`config.mk`:
```
export PLATFORM = sky130hd
export DESIGN_NAME = regmove_seq
export DESIGN_NICKNAME = d
export VERILOG_FILES = /design/src/rtl/regmove_pkg.sv /design/src/rtl/regmove_ctrl.sv /design/src/rtl/regmove_tmp.sv /design/src/rtl/regmove_regfile.sv /design/src/rtl/regmove_seq.sv
export SDC_FILE = /design/constraint.sdc
export NUM_CORES = 1
export LEC_CHECK = 0
export BUFFER_PORTS_ARGS = -buffer_cell sky130_fd_sc_hd__buf_2
export CAP_MARGIN = 20
export CELL_PAD_IN_SITES_DETAIL_PLACEMENT = 2
export CELL_PAD_IN_SITES_GLOBAL_PLACEMENT = 2
export CORE_ASPECT_RATIO = 0.8
export CORE_MARGIN = 2
export CORE_UTILIZATION = 35
export DETAILED_ROUTE_END_ITERATION = 10
export HOLD_SLACK_MARGIN = 0.1
export PLACE_DENSITY_LB_ADDON = 0.1
export SYNTH_ARGS = -nofsm -noshare
export SYNTH_HDL_FRONTEND = slang
export SYNTH_SLANG_ARGS = --single-unit
```
`constraint.sdc`:
```
create_clock -name clk -period 3.6 [get_ports clk]
set_clock_uncertainty 0.05 [all_clocks]
set_input_delay 0.36 -clock clk [delete_from_list [all_inputs] [get_ports clk]]
set_output_delay 0.36 -clock clk [all_outputs]
set_load 0.01 [all_outputs]
```
`src/rtl/regmove_pkg.sv`:
```
package regmove_pkg;

    localparam int CODE_W      = 4;
    localparam int DATA_W      = 16;
    localparam int BYTE_W      = 8;
    localparam int STEP_W      = 4;
    localparam int XFER_LEN    = 6;
    localparam int XCHG_LEN    = 8;
    localparam int FETCH_STEPS = 2;

    typedef logic [CODE_W-1:0] code_t;
    typedef logic [STEP_W-1:0] step_t;

    typedef enum logic {
        OP_XFER = 1'b0,
        OP_XCHG = 1'b1
    } op_e;

    // One micro-operation, valid for a single cycle of the sequence
    typedef struct packed {
        logic  tmp_we;    // load a byte of the temporary register
        logic  rf_we;     // write a byte of the register file
        logic  hi;        // byte lane: 0 low, 1 high
        logic  from_tmp;  // write data comes from the temporary register
        code_t rd_code;   // register file read selection
        code_t wr_code;   // register file write selection
    } uop_t;

    function automatic logic [DATA_W-1:0] wide_reset(input int k);
        return {4{4'(k + 1)}};
    endfunction

    function automatic logic [BYTE_W-1:0] byte_reset(input int j);
        return 8'(8'hC0 + 8'h11 * j);
    endfunction

endpackage

```
`src/rtl/regmove_ctrl.sv`:
```
module regmove_ctrl
    import regmove_pkg::*;
(
    input  logic                  clk,
    input  logic                  rst_n,
    input  logic                  start_i,
    input  logic                  op_i,
    input  logic [2*CODE_W-1:0]   postbyte_i,
    output logic                  busy_o,
    output logic                  done_o,
    output uop_t                  uop_o
);

    typedef struct packed {
        logic  busy;
        logic  done;
        op_e   op;
        step_t step;
        code_t first;
        code_t second;
    } ctrl_t;

    localparam step_t XFER_LAST = step_t'(XFER_LEN);
    localparam step_t XCHG_LAST = step_t'(XCHG_LEN);
    localparam step_t STEP_TMP0 = step_t'(FETCH_STEPS + 1);
    localparam step_t STEP_TMP1 = step_t'(FETCH_STEPS + 2);
    localparam step_t STEP_MID0 = step_t'(FETCH_STEPS + 3);
    localparam step_t STEP_MID1 = step_t'(FETCH_STEPS + 4);
    localparam step_t STEP_END0 = step_t'(FETCH_STEPS + 5);
    localparam step_t STEP_END1 = step_t'(FETCH_STEPS + 6);

    ctrl_t st_d, st_q;
    logic  last_step;

    // Sequence state
    always_comb begin
        st_d      = st_q;
        st_d.done = 1'b0;
        last_step = (st_q.op == OP_XCHG) ? (st_q.step == XCHG_LAST)
                                         : (st_q.step == XFER_LAST);
        if (!st_q.busy) begin
            if (start_i) begin
                st_d.busy   = 1'b1;
                st_d.step   = step_t'(1);
                st_d.op     = op_e'(op_i);
                st_d.first  = postbyte_i[2*CODE_W-1:CODE_W];
                st_d.second = postbyte_i[CODE_W-1:0];
            end
        end else if (last_step) begin
            st_d.busy = 1'b0;
            st_d.done = 1'b1;
            st_d.step = '0;
        end else begin
            st_d.step = st_q.step + step_t'(1);
        end
    end

    always_ff @(posedge clk or negedge rst_n) begin
        if (!rst_n) begin
            st_q <= '{busy: 1'b0, done: 1'b0, op: OP_XFER, step: '0,
                      first: '0, second: '0};
        end else begin
            st_q <= st_d;
        end
    end

    // Micro-operation decode for the current step
    always_comb begin
        uop_o         = '0;
        uop_o.rd_code = st_q.first;
        uop_o.wr_code = st_q.second;
        if (st_q.busy) begin
            unique case (st_q.step)
                STEP_TMP0, STEP_TMP1: begin
                    uop_o.tmp_we  = 1'b1;
                    uop_o.rd_code = st_q.first;
                    uop_o.hi      = (st_q.step == STEP_TMP1);
                end
                STEP_MID0, STEP_MID1: begin
                    uop_o.rf_we = 1'b1;
                    uop_o.hi    = (st_q.step == STEP_MID1);
                    if (st_q.op == OP_XCHG) begin
                        uop_o.from_tmp = 1'b0;
                        uop_o.rd_code  = st_q.second;
                        uop_o.wr_code  = st_q.first;
                    end else begin
                        uop_o.from_tmp = 1'b1;
                        uop_o.wr_code  = st_q.second;
                    end
                end
                STEP_END0, STEP_END1: begin
                    uop_o.rf_we    = (st_q.op == OP_XCHG);
                    uop_o.hi       = (st_q.step == STEP_END1);
                    uop_o.from_tmp = 1'b1;
                    uop_o.wr_code  = st_q.second;
                end
                default: begin
                    uop_o.tmp_we = 1'b0;
                    uop_o.rf_we  = 1'b0;
                end
            endcase
        end
    end

    assign busy_o = st_q.busy;
    assign done_o = st_q.done;

endmodule

```
`src/rtl/regmove_tmp.sv`:
```
module regmove_tmp
    import regmove_pkg::*;
(
    input  logic              clk,
    input  logic              rst_n,
    input  logic              we,
    input  logic              hi,
    input  logic [BYTE_W-1:0] din,
    output logic [DATA_W-1:0] dout
);

    logic [DATA_W-1:0] tmp_d, tmp_q;

    always_comb begin
        tmp_d = tmp_q;
        if (we) begin
            if (hi) tmp_d[DATA_W-1:BYTE_W] = din;
            else    tmp_d[BYTE_W-1:0]      = din;
        end
    end

    always_ff @(posedge clk or negedge rst_n) begin
        if (!rst_n) tmp_q <= '0;
        else        tmp_q <= tmp_d;
    end

    assign dout = tmp_q;

endmodule

```
`src/rtl/regmove_regfile.sv`:
```
module regmove_regfile
    import regmove_pkg::*;
#(
    parameter int N_WIDE    = 6,
    parameter int N_BYTE    = 4,
    parameter int BYTE_BASE = 8
) (
    input  logic                     clk,
    input  logic                     rst_n,
    input  logic                     we,
    input  logic                     hi,
    input  code_t                    wr_code,
    input  logic [BYTE_W-1:0]        wr_data,
    input  code_t                    rd_code,
    output logic [DATA_W-1:0]        rd_data,
    output logic [N_WIDE*DATA_W-1:0] wide_o,
    output logic [N_BYTE*BYTE_W-1:0] byte_o
);

    localparam logic [BYTE_W-1:0] PAD = '1;

    typedef struct packed {
        logic [N_WIDE-1:0][DATA_W-1:0] wide;
        logic [N_BYTE-1:0][BYTE_W-1:0] bytes;
    } rf_t;

    rf_t rf_d, rf_q;

    logic [N_WIDE-1:0] wr_hit_w, rd_hit_w;
    logic [N_BYTE-1:0] wr_hit_b, rd_hit_b;

    // Address decode for each register
    for (genvar k = 0; k < N_WIDE; k++) begin : g_wide_dec
        assign wr_hit_w[k] = (wr_code == code_t'(k));
        assign rd_hit_w[k] = (rd_code == code_t'(k));
        assign wide_o[k*DATA_W +: DATA_W] = rf_q.wide[k];
    end

    for (genvar j = 0; j < N_BYTE; j++) begin : g_byte_dec
        assign wr_hit_b[j] = (wr_code == code_t'(BYTE_BASE + j));
        assign rd_hit_b[j] = (rd_code == code_t'(BYTE_BASE + j));
        assign byte_o[j*BYTE_W +: BYTE_W] = rf_q.bytes[j];
    end

    function automatic rf_t reset_image();
        rf_t img;
        for (int k = 0; k < N_WIDE; k++) img.wide[k]  = wide_reset(k);
        for (int j = 0; j < N_BYTE; j++) img.bytes[j] = byte_reset(j);
        return img;
    endfunction

    // Byte-lane writes; an 8-bit register takes only the low lane
    always_comb begin
        rf_d = rf_q;
        for (int k = 0; k < N_WIDE; k++) begin
            if (we && wr_hit_w[k]) begin
                if (hi) rf_d.wide[k][DATA_W-1:BYTE_W] = wr_data;
                else    rf_d.wide[k][BYTE_W-1:0]      = wr_data;
            end
        end
        for (int j = 0; j < N_BYTE; j++) begin
            if (we && !hi && wr_hit_b[j]) rf_d.bytes[j] = wr_data;
        end
    end

    // 16-bit read view; unmapped codes read all ones
    always_comb begin
        rd_data = '1;
        for (int k = 0; k < N_WIDE; k++) begin
            if (rd_hit_w[k]) rd_data = rf_q.wide[k];
        end
        for (int j = 0; j < N_BYTE; j++) begin
            if (rd_hit_b[j]) rd_data = {PAD, rf_q.bytes[j]};
        end
    end

    always_ff @(posedge clk or negedge rst_n) begin
        if (!rst_n) rf_q <= reset_image();
        else        rf_q <= rf_d;
    end

endmodule

```
`src/rtl/regmove_seq.sv`:
```
module regmove_seq
    import regmove_pkg::*;
#(
    parameter int N_WIDE    = 6,
    parameter int N_BYTE    = 4,
    parameter int BYTE_BASE = 8
) (
    input  logic                     clk,
    input  logic                     rst_n,
    input  logic                     start_i,
    input  logic                     op_i,
    input  logic [7:0]               postbyte_i,
    output logic                     busy_o,
    output logic                     done_o,
    output logic [N_WIDE*16-1:0]     wide_o,
    output logic [N_BYTE*8-1:0]      byte_o
);

    uop_t              uop;
    logic [DATA_W-1:0] rd_data;
    logic [DATA_W-1:0] tmp_val;
    logic [BYTE_W-1:0] bus_byte;
    logic [DATA_W-1:0] bus_src;

    regmove_ctrl u_ctrl (
        .clk        (clk),
        .rst_n      (rst_n),
        .start_i    (start_i),
        .op_i       (op_i),
        .postbyte_i (postbyte_i),
        .busy_o     (busy_o),
        .done_o     (done_o),
        .uop_o      (uop)
    );

    // Internal 8-bit path: choose the source word, then the lane
    always_comb begin
        bus_src  = uop.from_tmp ? tmp_val : rd_data;
        bus_byte = uop.hi ? bus_src[DATA_W-1:BYTE_W] : bus_src[BYTE_W-1:0];
    end

    regmove_tmp u_tmp (
        .clk   (clk),
        .rst_n (rst_n),
        .we    (uop.tmp_we),
        .hi    (uop.hi),
        .din   (uop.hi ? rd_data[DATA_W-1:BYTE_W] : rd_data[BYTE_W-1:0]),
        .dout  (tmp_val)
    );

    regmove_regfile #(
        .N_WIDE    (N_WIDE),
        .N_BYTE    (N_BYTE),
        .BYTE_BASE (BYTE_BASE)
    ) u_rf (
        .clk     (clk),
        .rst_n   (rst_n),
        .we      (uop.rf_we),
        .hi      (uop.hi),
        .wr_code (uop.wr_code),
        .wr_data (bus_byte),
        .rd_code (uop.rd_code),
        .rd_data (rd_data),
        .wide_o  (wide_o),
        .byte_o  (byte_o)
    );

endmodule

```
==> results list <==
- H-tree level count: 4
- The tightest min-delay check is of the input port to flip-flop type.
- For this run the aggregate overflow at the end of global routing stands at 0.
- Category of the most critical setup path: flip-flop to flip-flop
* Startpoint type of the worst setup path: flip-flop
- Max-cap violations in this run came to 0.
* Max Clock Freq: approximately 300 MHz
- Global routing consumed, over all layers together, 30.6% of the routing resources.
- The worst setup path is captured at a flip-flop.
* Status: complete, no violations
* Leading cell type in the layout, fill and taps excluded: sky130_fd_sc_hd__buf_2
- Entering global routing, the biggest net connects 71 pins.
- The tightest hold path in the finished design has a slack of approximately 0.12 ns.
- Unique cell type count in the Yosys netlist: 74
* Post-DR wirelength/cell: between 20 and 30 um
- Final antenna diode count: 0
- The final layout contains roughly 1100 nets.
- Clock tree from TritonCTS: built
* Io pins: 142
- For this run, the share of the core covered by cells in the final layout is 43.7%.
- Root Driver: sky130_fd_sc_hd__clkbuf_16
- Setup violations remaining at the end of the flow were counted as 0.
- The final layout contains routed wiring with a total length of 39300 um.
- Vias per std cell: 6.09
- Post-layout worst setup margin: roughly 0.24 ns
* Critical path data arrival time: 3.62 ns
- After layout, the worst path uses between 90 and 100% of the clock period.
- The most critical setup path has its startpoint at u_ctrl.st_q[8].
- For this run, design rule violations remaining after detail routing come to 0.
- In this run, synthesis inferred 0 flip-flops with an integrated enable.
* Ys flop type: sky130_fd_sc_hd__dfrtp_1
- Setup repair after global routing left no endpoint under its margin.
- Slew Limit Fails: 0
* Number of nets produced by synthesis: 943
- Placer's final routability congestion estimate: between 0.8 and 0.9
- CTS Buf Count: 17
- The via count of the first global-routing pass came to roughly 9100.
- The count of buffers added on input and output ports is 141.
* Data required time at the worst endpoint: 3.86 ns
* Site Rows: 51
- In this run the static leakage power is 4.72 nW.
- Total power divided by cell area: between 1000 and 1500 nW/um2
- Detailed placement ended at an HPWL of 29200 um.
* Horizontal die dimension: around 180 um
- The initial antenna violation count is 2.
* Start point of the worst min-delay path: postbyte_i[2]
* Wire length of the first global-routing pass: 59400 um
- The routed layout has ~8700 vias.
- Hold Fails Final Rpt: 0
- Router iterations before antenna repair: 5
- Worst flop-to-flop path startpoint: u_ctrl.st_q[8]
* Post-route setup TNS: 0 ns
- Highest fanout seen on the critical path: 10
- The Yosys step of the flow raised 0 warnings.
- Number of antenna-violating nets in the routed design: 0
* Clock transition at the registers of the reported paths: 0.08 ns
* Most frequent cells in the layout: sky130_fd_sc_hd__buf_2, sky130_fd_sc_hd__nand2_1, sky130_fd_sc_hd__dfrtp_1, sky130_fd_sc_hd__o21ai_0, sky130_fd_sc_hd__nor2_1
* Maximum VDD drop: 0.000414 V
* Layout area overhead: 23.0%
* Time the worst path needs with I/O delays and setup: 3.36 ns
- Counting flops with an async set or reset pin after synthesis yields a share of 100%.
- Number of synthesized register bits: 159
- Post-synth design cell area: 8630 um2
* Sequential element share of the synthesized area: 46.8%
- After floorplanning, the core was sized to cover 24300 um2.
- Share of final-layout standard cells stronger than drive strength 1: about 30%
* Buffer depth of the longest clock path: 2
- For this configuration, the core starts out at a cell density of between 30 and 40%.
- Detailed router's first-iteration violation count: 605
- The floorplan step set the die height to 144 um.
- Prior to clock tree synthesis, the placed netlist has a worst setup slack of 0.193 ns.
- For the worst-skew pair, the clock arrives at the later sink with an insertion delay of 0.45 ns.
- For this design, the sink count on the clock tree is 159.
- At the pin with the least slew margin, the transition time is 0.921 ns.
- Synthesized instance count: between 900 and 1000
- The die covers 25900 um2.
- Slew Limit Headroom: 38.5%
* Syn avg cell area: 9.31 um2
## cell families after synthesis
family / share of synthesized area [%]
AO/OA/AOI/OAI: 24.2
buffers and inverters: 3.75
AND/OR/NAND/NOR: 17.8
XOR/XNOR: 0.101
multiplexers: 6.72
adder cells (fa/ha/maj): 0.580
flip-flops: 46.8
## where the power goes
| group | internal (W) | total (W) | switching [W] | leakage [nW] |
|---|---|---|---|---|
| Clock | 0.000997 | 0.00187 | 0.000875 | 0.287 |
| Combinational | 0.00205 | 0.00595 | 0.00390 | 2.52 |
| Sequential | 0.00264 | 0.00360 | 0.000960 | 1.92 |
| Total | 0.00568 | 0.0114 | 0.00574 | 4.72 |
## state kept, by name (all words and copies together), names as in the netlist
name	cells
u_ctrl.done_o	1
u_rf.wide_o	96
u_ctrl.st_q	13
u_ctrl.busy_o	1
u_tmp.dout	16
u_rf.byte_o	32
## routing by layer
| metal | up-vias | global-route usage (%) | wire length, um |
|---|---|---|---|
| li1 | 3801 | - | - |
| met1 | 4545 | 43.1 | 18800 |
| met2 | 306 | 46.2 | 17000 |
| met3 | 47 | 9.19 | 2880 |
| met4 | 4 | 7.45 | 633 |
| met5 | - | 0 | 26 |
## synthesized netlist by cell type (all sizes together), types with 11 or more instances
| library cell | instances | area share (%) |
|---|---|---|
| mux2 | 24 | 3.1 |
| clkbuf | 26 | 1.1 |
| dfstp | 52 | 16 |
| and2 | 13 | 0.97 |
| o221ai | 26 | 2.7 |
| o22ai | 30 | 2.2 |
| dfrtp | 107 | 31 |
| buf | 31 | 2.1 |
| a31oi | 25 | 1.9 |
| o31ai | 11 | 1.2 |
| mux2i | 31 | 3.6 |
| nor2b | 17 | 1.2 |
| nor4 | 11 | 0.80 |
| inv | 12 | 0.52 |
| a21oi | 63 | 3.7 |
| nand3 | 28 | 1.6 |
| nand2 | 112 | 5.0 |
| o21ai | 107 | 6.4 |
| nor2 | 81 | 3.7 |
## critical path, cell delays in order (launching register included)
cell	delay (ns)
sky130_fd_sc_hd__dfrtp_1	0.45
sky130_fd_sc_hd__inv_1	0.12
sky130_fd_sc_hd__ha_1	0.27
sky130_fd_sc_hd__o21ai_2	0.14
sky130_fd_sc_hd__buf_4	0.19
sky130_fd_sc_hd__o21ai_0	0.43
sky130_fd_sc_hd__nand2_2	0.31
sky130_fd_sc_hd__mux2i_1	0.36
sky130_fd_sc_hd__o31ai_2	0.15
sky130_fd_sc_hd__a221oi_4	0.58
sky130_fd_sc_hd__o21ai_1	0.16
## repair_timing
item | CTS | global route
hold buffers | 7 | 0
buffers inserted | 0 | 0
resized for setup | 0 | 2
setup endpoints to repair | 0 | 10
hold endpoints to repair | 58 | 0
## path summary, 6_finish.rpt
check	depth (start not counted)	end	slack (ns)
worst max-delay path	10	u_rf.wide_o[52]	0.24
worst min register to register	2	u_rf.byte_o[12]	0.44
worst max register to register	10	u_rf.wide_o[52]	0.24
min in group asynchronous	2	u_rf.wide_o[13]	0.43
worst min-delay path	2	u_ctrl.st_q[2]	0.12
max in group asynchronous	3	u_rf.wide_o[70]	2.09
## through the flow
stage | area [um2] | cells | total power [W]
final | 10600 | 1430 | 0.0114
after detailed placement | 9950 | 1391 | 0.00933
after global routing | 10600 | 1430 | 0.0121
after floorplan | 8630 | 927 | 0.00660
after CTS | 10600 | 1430 | 0.0113
after global placement | 9950 | 1391 | 0.00915
## layout make-up
| type | instances | area, um2 |
|---|---|---|
| clock buffers | 18 | 439 |
| multi-input cells | 699 | 4280 |
| repair buffers | 210 | 1260 |
| clock inverters | 14 | 149 |
| inverters | 12 | 45.0 |
| flip-flops and latches | 159 | 4040 |
| well taps | 318 | 398 |
| fillers | 2682 | 13700 |
Power figures use the tool's default switching activity.
